## src/rtl/rtm8_pkg.sv

```systemverilog
package rtm8_pkg;
  localparam int RATE_W = 3;
  localparam int ADDR_W = 2;

  localparam int BIT_EN          = 0;
  localparam int BIT_RATE_LO     = 1;
  localparam int BIT_AUTO        = 4;
  localparam int BIT_FEED        = 5;
  localparam int BIT_IE          = 6;
  localparam int BIT_FLAG        = 7;
  localparam int BIT_FORCE_OWN   = 9;
  localparam int BIT_FORCE_OTHER = 10;

  typedef enum logic [ADDR_W-1:0] {
    ADDR_CTRL   = 2'd0,
    ADDR_PRESET = 2'd1,
    ADDR_COUNT  = 2'd2,
    ADDR_NONE   = 2'd3
  } regAddr_e;

  typedef struct packed {
    logic step;
    logic reload;
    logic presetWr;
  } dpStrobe_t;
endpackage

```

## src/rtl/rtm8_ctrl.sv

```systemverilog
module rtm8_ctrl
  import rtm8_pkg::*;
#(
  parameter int REG_W      = 16,
  parameter int NUM_DECADE = 5
) (
  input  logic                  clk,
  input  logic                  rstN,
  input  logic [NUM_DECADE-1:0] decadeTick,
  input  logic                  extEvent,
  input  logic                  lineTick,
  input  logic                  wrEn,
  input  logic [ADDR_W-1:0]     regAddr,
  input  logic [REG_W-1:0]      wrData,
  input  logic                  atMax,
  output dpStrobe_t             strobe,
  output logic [REG_W-1:0]      statusWord,
  output logic                  runEn,
  output logic                  feedEn,
  output logic                  autoLenEn,
  output logic                  irqOut,
  output logic                  forceOtherIrq
);
  localparam int NUM_SRC  = 1 << RATE_W;
  localparam int EXT_CODE = NUM_DECADE + 1;

  logic              enQ, autoQ, feedQ, ieQ, flagQ, forceOwnQ, forceOtherQ;
  logic [RATE_W-1:0] rateQ;
  logic [NUM_SRC-1:0] srcVec;
  logic              ctrlWr, tickHit;
  logic              unusedWrBits;

  // Source table: code 0 is the stop code, then decades, external, line.
  genvar code;
  generate
    for (code = 0; code < NUM_SRC; code++) begin : g_src
      if (code == 0) begin : g_stop
        assign srcVec[code] = 1'b0;
      end else if (code <= NUM_DECADE) begin : g_dec
        assign srcVec[code] = decadeTick[code-1];
      end else if (code == EXT_CODE) begin : g_ext
        assign srcVec[code] = extEvent;
      end else if (code == NUM_SRC - 1) begin : g_line
        assign srcVec[code] = lineTick;
      end else begin : g_none
        assign srcVec[code] = 1'b0;
      end
    end
  endgenerate

  assign ctrlWr  = wrEn && (regAddr == ADDR_CTRL);
  assign tickHit = enQ && srcVec[rateQ];

  always_comb begin
    strobe          = '0;
    strobe.step     = tickHit && !atMax;
    strobe.reload   = tickHit && atMax;
    strobe.presetWr = wrEn && (regAddr == ADDR_PRESET) && !enQ;
  end

  always_ff @(posedge clk) begin
    if (!rstN) begin
      enQ         <= 1'b0;
      rateQ       <= '0;
      autoQ       <= 1'b0;
      feedQ       <= 1'b0;
      ieQ         <= 1'b0;
      forceOwnQ   <= 1'b0;
      forceOtherQ <= 1'b0;
    end else if (ctrlWr) begin
      enQ         <= wrData[BIT_EN];
      rateQ       <= wrData[BIT_RATE_LO +: RATE_W];
      autoQ       <= wrData[BIT_AUTO];
      feedQ       <= wrData[BIT_FEED];
      ieQ         <= wrData[BIT_IE];
      forceOwnQ   <= wrData[BIT_FORCE_OWN];
      forceOtherQ <= wrData[BIT_FORCE_OTHER];
    end
  end

  // A rollover outranks a software write of the flag in the same cycle.
  always_ff @(posedge clk) begin
    if (!rstN)              flagQ <= 1'b0;
    else if (strobe.reload) flagQ <= 1'b1;
    else if (ctrlWr)        flagQ <= wrData[BIT_FLAG];
  end

  always_comb begin
    statusWord                           = '0;
    statusWord[BIT_EN]                   = enQ;
    statusWord[BIT_RATE_LO +: RATE_W]    = rateQ;
    statusWord[BIT_AUTO]                 = autoQ;
    statusWord[BIT_FEED]                 = feedQ;
    statusWord[BIT_IE]                   = ieQ;
    statusWord[BIT_FLAG]                 = flagQ;
    statusWord[BIT_FORCE_OWN]            = forceOwnQ;
    statusWord[BIT_FORCE_OTHER]          = forceOtherQ;
  end

  assign runEn         = enQ;
  assign feedEn        = feedQ;
  assign autoLenEn     = autoQ;
  assign irqOut        = (flagQ && ieQ) || forceOwnQ;
  assign forceOtherIrq = forceOtherQ;
  assign unusedWrBits  = ^{wrData[REG_W-1:BIT_FORCE_OTHER+1], wrData[BIT_FLAG+1]};
endmodule

```

## src/rtl/rtm8_dp.sv

```systemverilog
module rtm8_dp
  import rtm8_pkg::*;
#(
  parameter int CNT_W = 8
) (
  input  logic             clk,
  input  logic             rstN,
  input  dpStrobe_t        strobe,
  input  logic [CNT_W-1:0] presetIn,
  output logic [CNT_W-1:0] cntQ,
  output logic [CNT_W-1:0] presetQ,
  output logic             atMax,
  output logic             ovfPulse
);
  always_ff @(posedge clk) begin
    if (!rstN) begin
      cntQ    <= '0;
      presetQ <= '0;
    end else if (strobe.presetWr) begin
      presetQ <= presetIn;
      cntQ    <= presetIn;
    end else if (strobe.reload) begin
      cntQ    <= presetQ;
    end else if (strobe.step) begin
      cntQ    <= cntQ + 1'b1;
    end
  end

  always_ff @(posedge clk) begin
    if (!rstN) ovfPulse <= 1'b0;
    else       ovfPulse <= strobe.reload;
  end

  assign atMax = &cntQ;
endmodule

```

## src/rtl/rtm8_timer.sv

```systemverilog
module rtm8_timer
  import rtm8_pkg::*;
#(
  parameter int CNT_W      = 8,
  parameter int REG_W      = 16,
  parameter int NUM_DECADE = 5
) (
  input  logic                  clk,
  input  logic                  rstN,
  input  logic [NUM_DECADE-1:0] decadeTick,
  input  logic                  extEvent,
  input  logic                  lineTick,
  input  logic                  wrEn,
  input  logic [1:0]            regAddr,
  input  logic [REG_W-1:0]      wrData,
  output logic [REG_W-1:0]      rdData,
  output logic                  eventOut,
  output logic                  cascadeTick,
  output logic                  irqOut,
  output logic                  forceOtherIrq,
  output logic                  autoLenOut
);
  localparam int PAD_W = REG_W - CNT_W;

  dpStrobe_t        strobe;
  logic [REG_W-1:0] statusWord;
  logic [CNT_W-1:0] cntQ, presetQ;
  logic             atMax, ovfPulse, runEn, feedEn, autoLenEn, countVisible;

  rtm8_ctrl #(.REG_W(REG_W), .NUM_DECADE(NUM_DECADE)) ctrl_i (
    .clk(clk), .rstN(rstN), .decadeTick(decadeTick), .extEvent(extEvent),
    .lineTick(lineTick), .wrEn(wrEn), .regAddr(regAddr), .wrData(wrData),
    .atMax(atMax), .strobe(strobe), .statusWord(statusWord), .runEn(runEn),
    .feedEn(feedEn), .autoLenEn(autoLenEn), .irqOut(irqOut),
    .forceOtherIrq(forceOtherIrq)
  );

  rtm8_dp #(.CNT_W(CNT_W)) dp_i (
    .clk(clk), .rstN(rstN), .strobe(strobe), .presetIn(wrData[CNT_W-1:0]),
    .cntQ(cntQ), .presetQ(presetQ), .atMax(atMax), .ovfPulse(ovfPulse)
  );

  assign countVisible = !runEn || (feedEn && autoLenEn);

  always_comb begin
    unique case (regAddr)
      ADDR_CTRL:   rdData = statusWord;
      ADDR_PRESET: rdData = {{PAD_W{1'b0}}, presetQ};
      ADDR_COUNT:  rdData = countVisible ? {{PAD_W{1'b0}}, cntQ} : '0;
      default:     rdData = '0;
    endcase
  end

  assign eventOut    = ovfPulse;
  assign cascadeTick = ovfPulse && feedEn;
  assign autoLenOut  = autoLenEn;
endmodule

```

## config.mk

```make
export PLATFORM = sky130hd
export DESIGN_NAME = rtm8_timer
export DESIGN_NICKNAME = d
export VERILOG_FILES = /design/src/rtl/rtm8_pkg.sv /design/src/rtl/rtm8_ctrl.sv /design/src/rtl/rtm8_dp.sv /design/src/rtl/rtm8_timer.sv
export SDC_FILE = /design/constraint.sdc
export NUM_CORES = 1
export LEC_CHECK = 0
export ABC_AREA = 1
export BUFFER_PORTS_ARGS = -buffer_cell sky130_fd_sc_hd__buf_2
export CAP_MARGIN = 15
export CORE_MARGIN = 2
export CORE_UTILIZATION = 50
export CTS_BUF_LIST = sky130_fd_sc_hd__clkbuf_16
export CTS_CLUSTER_DIAMETER = 100
export CTS_CLUSTER_SIZE = 24
export DETAILED_ROUTE_END_ITERATION = 10
export PLACE_DENSITY_LB_ADDON = 0.08
export SLEW_MARGIN = 5
export SYNTH_ARGS = -nofsm -noshare
export SYNTH_HDL_FRONTEND = slang
export SYNTH_SLANG_ARGS = --single-unit
```

## constraint.sdc

```tcl
create_clock -name clk -period 1.7 [get_ports clk]
set_input_delay 0.51 -clock clk [delete_from_list [all_inputs] [get_ports clk]]
set_output_delay 0.51 -clock clk [all_outputs]
set_load 0.05 [all_outputs]
```

# Word level (Yosys, flattened, before mapping)

Index checks and enable logic that the tools add are counted.

Flip-flop bits (word level): 27
Input bits: 28
Output and inout port bits: 21
Logic and storage cells: 41

Add/subtract/negate cells: 1
Order comparisons: 1
Equal/unequal tests: 2
Muxes and demuxes: 9
Reductions and logical operators: 17

Operator list:

| cell                                                | count |
|---|---|
| one-hot mux 11 bit (3 select lines)                 | 1 |
| two-way mux 8 bit                                   | 4 |
| logical AND 1 bit                                   | 9 |
| adder 8 x 1 -> 8 bit (second input constant)        | 1 |
| AND reduction 8 bit                                 | 1 |
| < comparator 3 x 4 -> 1 bit (second input constant) | 1 |
| binary-select mux 1 bit (select 3 bit)              | 1 |
| two-way mux 1 bit                                   | 3 |
| nonzero test 3 bit                                  | 1 |
| == test 2 x 1 -> 1 bit (second input constant)      | 1 |
| == test 2 bit (second input constant)               | 1 |
| zero test 1 bit                                     | 2 |
| zero test 2 bit                                     | 1 |
| logical OR 1 bit                                    | 2 |
| nonzero test 2 bit                                  | 1 |

# Depth between registers and ports, before layout

Depth after elaboration: 7
Depth in mapped cells: 11
Depth with buffers taken out: 11

# Hierarchy

A second synthesis with hierarchy kept.

Cells, all modules: 281
Area, all modules: 1783.0 µm²

Modules (own cells, without submodules):

| module     | instances | cells an instance | area each (µm²) | sequential area each (µm²) |
|---|---|---|---|---|
| rtm8_dp    | 1         | 126               | 868.3           | 340.3 |
| rtm8_ctrl  | 1         | 82                | 574.3           | 200.2 |
| rtm8_timer | 1         | 73                | 340.3           | 0.0 |

# Worst setup path after synthesis

OpenSTA, ideal clock, no wires.

Path type: input-to-output
From: input regAddr[1]
To: output rdData[2]
Data arrival time: 1652 ps
Required time: 1190 ps
Setup slack: -462 ps
Stages on the path: 3
Buffers on the path: 0
Cells stage by stage: nor2_1 -> inv_2 -> o221ai_1

Word-level cells in the longest chain between the ends: 2
Elaborated cells between the ends (all ways): 4
Classes of those cells: 2 x eq/ne; 1 x mux; 1 x reduce/logical

RTL lines:

| element                                     | RTL line         | source |
|---|---|---|
| start: declaration                          | rtm8_timer.sv:14 | `input logic [1:0] regAddr,` |
| == test 2 bit, or another cell as far along | rtm8_timer.sv:46 | `unique case (regAddr)` |
| one-hot mux 11 bit (3 select lines) *       | rtm8_timer.sv:46 |  |
| end: declaration                            | rtm8_timer.sv:16 | `output logic [REG_W-1:0] rdData,` |

Mark *: on every way between the ends. The rest lies on a longest branch, timed or not.

# Worst setup path in the final report

From: input regAddr[1]
To: output rdData[3]

The elaborated chain is that of the path after synthesis.

==> impl_metrics.ini <==
[setup_path]
critPathKind = primary input to output port
worst_setup_path_end_kind = output port
reg2reg_depth = 8
r2r_setup_slack_ps = 220
cp.arrival_ps = 1300
required_ps = 1190
cp_max_fo = 7
timing.rr.start = dp_i.cntQ[0]$_SDFFE_PN0P_
reg2reg_to = dp_i.cntQ[0]$_SDFFE_PN0P_
start_kind = primary input

[finish]
layout-drive-gt1-share = 0.309
final.fill_count = 265
syn2layout_area_growth_pct = 35.1
final_common_cell = nand2_1
final_nets = 321
instances_no_fill = 335
stdcell_area_um2 = 2200
antennaDiodeCount = 0
layout_common_cells = nand2_1, inv_1, nor2_1

[floorplan]
dieWidth_um = 61.1
die_h_um = 61.1
core_um2 = 3080
dieArea_um2 = 3730
io_pins = 49
num_rows = 20
initial_utilization = 0.529

[cts]
cts_buffer_depth = 2
cts_buffers = 3
cts_tree = yes
cts.sinks = 27
htreeDepth = 1
ctsHoldBuffers = 0
root_buffer = clkbuf_16
cts.clk_slew.worst_paths_ps = 70
clock_latency_ps = 260

[timing]
setup_ws_ps = -107
drv_slew = 0
rsz0062_at_grt = yes
fmax_ghz = 0.553
hold_viol = 0
post-route-min-period_ps = 1810
finalCritPeriodShare = 1.06
finClkSkew_ps = 2.07
setup_viol_count_final = 8

[placed_design]
finalWeightedCongestion = 0.854
numPortBuffers = 36
hpwl_mm = 3.11
place_area_um2 = 2010
pre_cts_slack_ps = -313
placed_cells_incl_taps = 330

[worst_hold_path]
holdPathEnd = dp_i.presetQ[2]$_SDFFE_PN0P_
hold_start = dp_i.presetQ[2]$_SDFFE_PN0P_
min_path_type = register to register
min_delay_path_depth = 2

[routing]
drt_first_pass_iters = 5
final_antenna_net_count = 0
vias_per_cell = 5.14
routedWlPerCell_um = 12.4
vias = 1723
drt-initial-drc-count = 89
wl_mm = 4.14
drc = 0

[synthesis]
synth.area.top_cells = dfxtp_1, nand2_1, nor2_1
ys_seq_area_frac = 0.332
synth.cell_area_um2 = 1630
yosys_warnings = 0
synth_area_per_cell_um2 = 6.76
synth_top_area_share = 0.332
netlist_instances = 241
synth_cell_types = 28
ys_ff_latch = 27
post-synth-top-area-cell = dfxtp_1

[grt]
antenna_found_initial = 0
grt_pass1_vias = 1602
grt_max_degree = 18
grt_usage = 0.247
gr-total-overflow = 0
grt_first_pass_wirelength_mm = 6.89

[pwr]
ir_drop_uv = 350
power_density_nw_per_um2 = 715
p_leak_nw = 0.978

[status]
violations = negative setup slack
status = finished, violations left

[run]
max-cap-violations = 0
[cell usage after synthesis]
| master | n |
|---|---|
| xnor2_1 | 1 |
| nand3_1 | 21 |
| o21ai_0 | 14 |
| inv_2 | 9 |
| nor2_8 | 1 |
| nor2_1 | 30 |
| xor2_1 | 4 |
| a21oi_1 | 20 |
| dfxtp_1 | 27 |
| nand2_2 | 5 |
| conb_1 | 1 |
| nand4_1 | 7 |
| o221ai_1 | 2 |
| nand3_4 | 2 |
| nand3b_1 | 1 |
| nor2_4 | 1 |
| o211ai_1 | 9 |
| ha_1 | 1 |
| nor3_4 | 1 |
| o21ai_1 | 2 |
| clkbuf_1 | 2 |
| buf_4 | 6 |
| nand2_1 | 40 |
| nand2_4 | 1 |
| buf_2 | 3 |
| clkinv_1 | 1 |
| inv_1 | 27 |
| nor2_2 | 2 |
[layout make-up]
cell class / count / area (µm²) / share of cell area
Tap cell: 44 / 55.1 / 0.0250
Clock buffer: 3 / 75.1 / 0.0341
Clock inverter: 1 / 3.75 / 0.00171
Timing Repair Buffer: 52 / 390 / 0.177
Inverter: 37 / 160 / 0.0728
Sequential cell: 27 / 542 / 0.246
Multi-Input combinational cell: 171 / 975 / 0.443
[cells by family (layout without fill, tap and decap cells)]
kind of cell | Yosys count | count (layout) | share of synthesized area
buf+inv | 48 | 93 | 0.127
flops | 27 | 27 | 0.332
xor+xnor | 5 | 5 | 0.0269
simple gates | 112 | 112 | 0.342
other cells | 1 | 6 | 0.00230
compound gates | 47 | 47 | 0.163
fa+ha+maj | 1 | 1 | 0.00768
[through the flow]
| step | util | total power, mW | hold WS [ps] | TNS [ps] |
|---|---|---|---|---|
| 4_1_cts | 0.705 | 1.57 | 468 | -614 |
| 3_3_place_gp | 0.652 | 1.02 | 452 | -2570 |
| 5_1_grt | 0.715 | 1.64 | 508 | -956 |
| 2_1_floorplan | - | 0.926 | 440 | -2020 |
| 6_report | 0.715 | 1.57 | 474 | -592 |
| 3_5_place_dp | 0.652 | 1.03 | 452 | -2720 |
[repair_timing]
item                                    CTS  global route
endpoints found under the setup margin   10             9
resized for setup                        25             8
pin swaps                                 4             9
buffers inserted                          1             0
[critical path, cell delays in order]
cell and delay [ps]:
buf_12 120, inv_16 50, buf_12 90, nand2_8 70
o211ai_1 210, buf_4 240
[worst max path at each step]
stage | slack (ps) | to | start
after floorplan | -330 | rdData[0] | regAddr[1]
after global placement | -290 | rdData[1] | regAddr[1]
after detailed placement | -310 | rdData[1] | regAddr[1]
after CTS | -100 | rdData[1] | regAddr[1]
after global routing | -140 | rdData[0] | regAddr[1]
final | -110 | rdData[3] | regAddr[1]
[where the power goes]
| group | internal [mW] | total [mW] | switching [mW] |
|---|---|---|---|
| clock network | 0.315 | 0.532 | 0.217 |
| logic | 0.125 | 0.354 | 0.229 |
| registers | 0.662 | 0.688 | 0.0256 |
| total | 1.10 | 1.57 | 0.471 |
[sequential cells by signal, summed over array words and instances (netlist names)]
register / cells
ctrl_i.autoLenEn: 1
ctrl_i.feedEn: 1
ctrl_i.flagQ: 1
ctrl_i.forceOtherIrq: 1
ctrl_i.forceOwnQ: 1
ctrl_i.ieQ: 1
ctrl_i.rateQ: 3
ctrl_i.runEn: 1
dp_i.cntQ: 8
dp_i.ovfPulse: 1
dp_i.presetQ: 8
[per-layer routing]
metal | GRT usage | routed length, µm | part of all wire | up-vias
li1 | - | - | - | 878
met1 | 0.317 | 1810 | 0.44 | 781
met3 | 0.0336 | 186 | 0.045 | 8
met5 | 0 | 0 | 0 | -
met2 | 0.430 | 2090 | 0.50 | 56
met4 | 0.0745 | 56 | 0.014 | 0
Note: power is estimated with default switching activity, not from simulation.
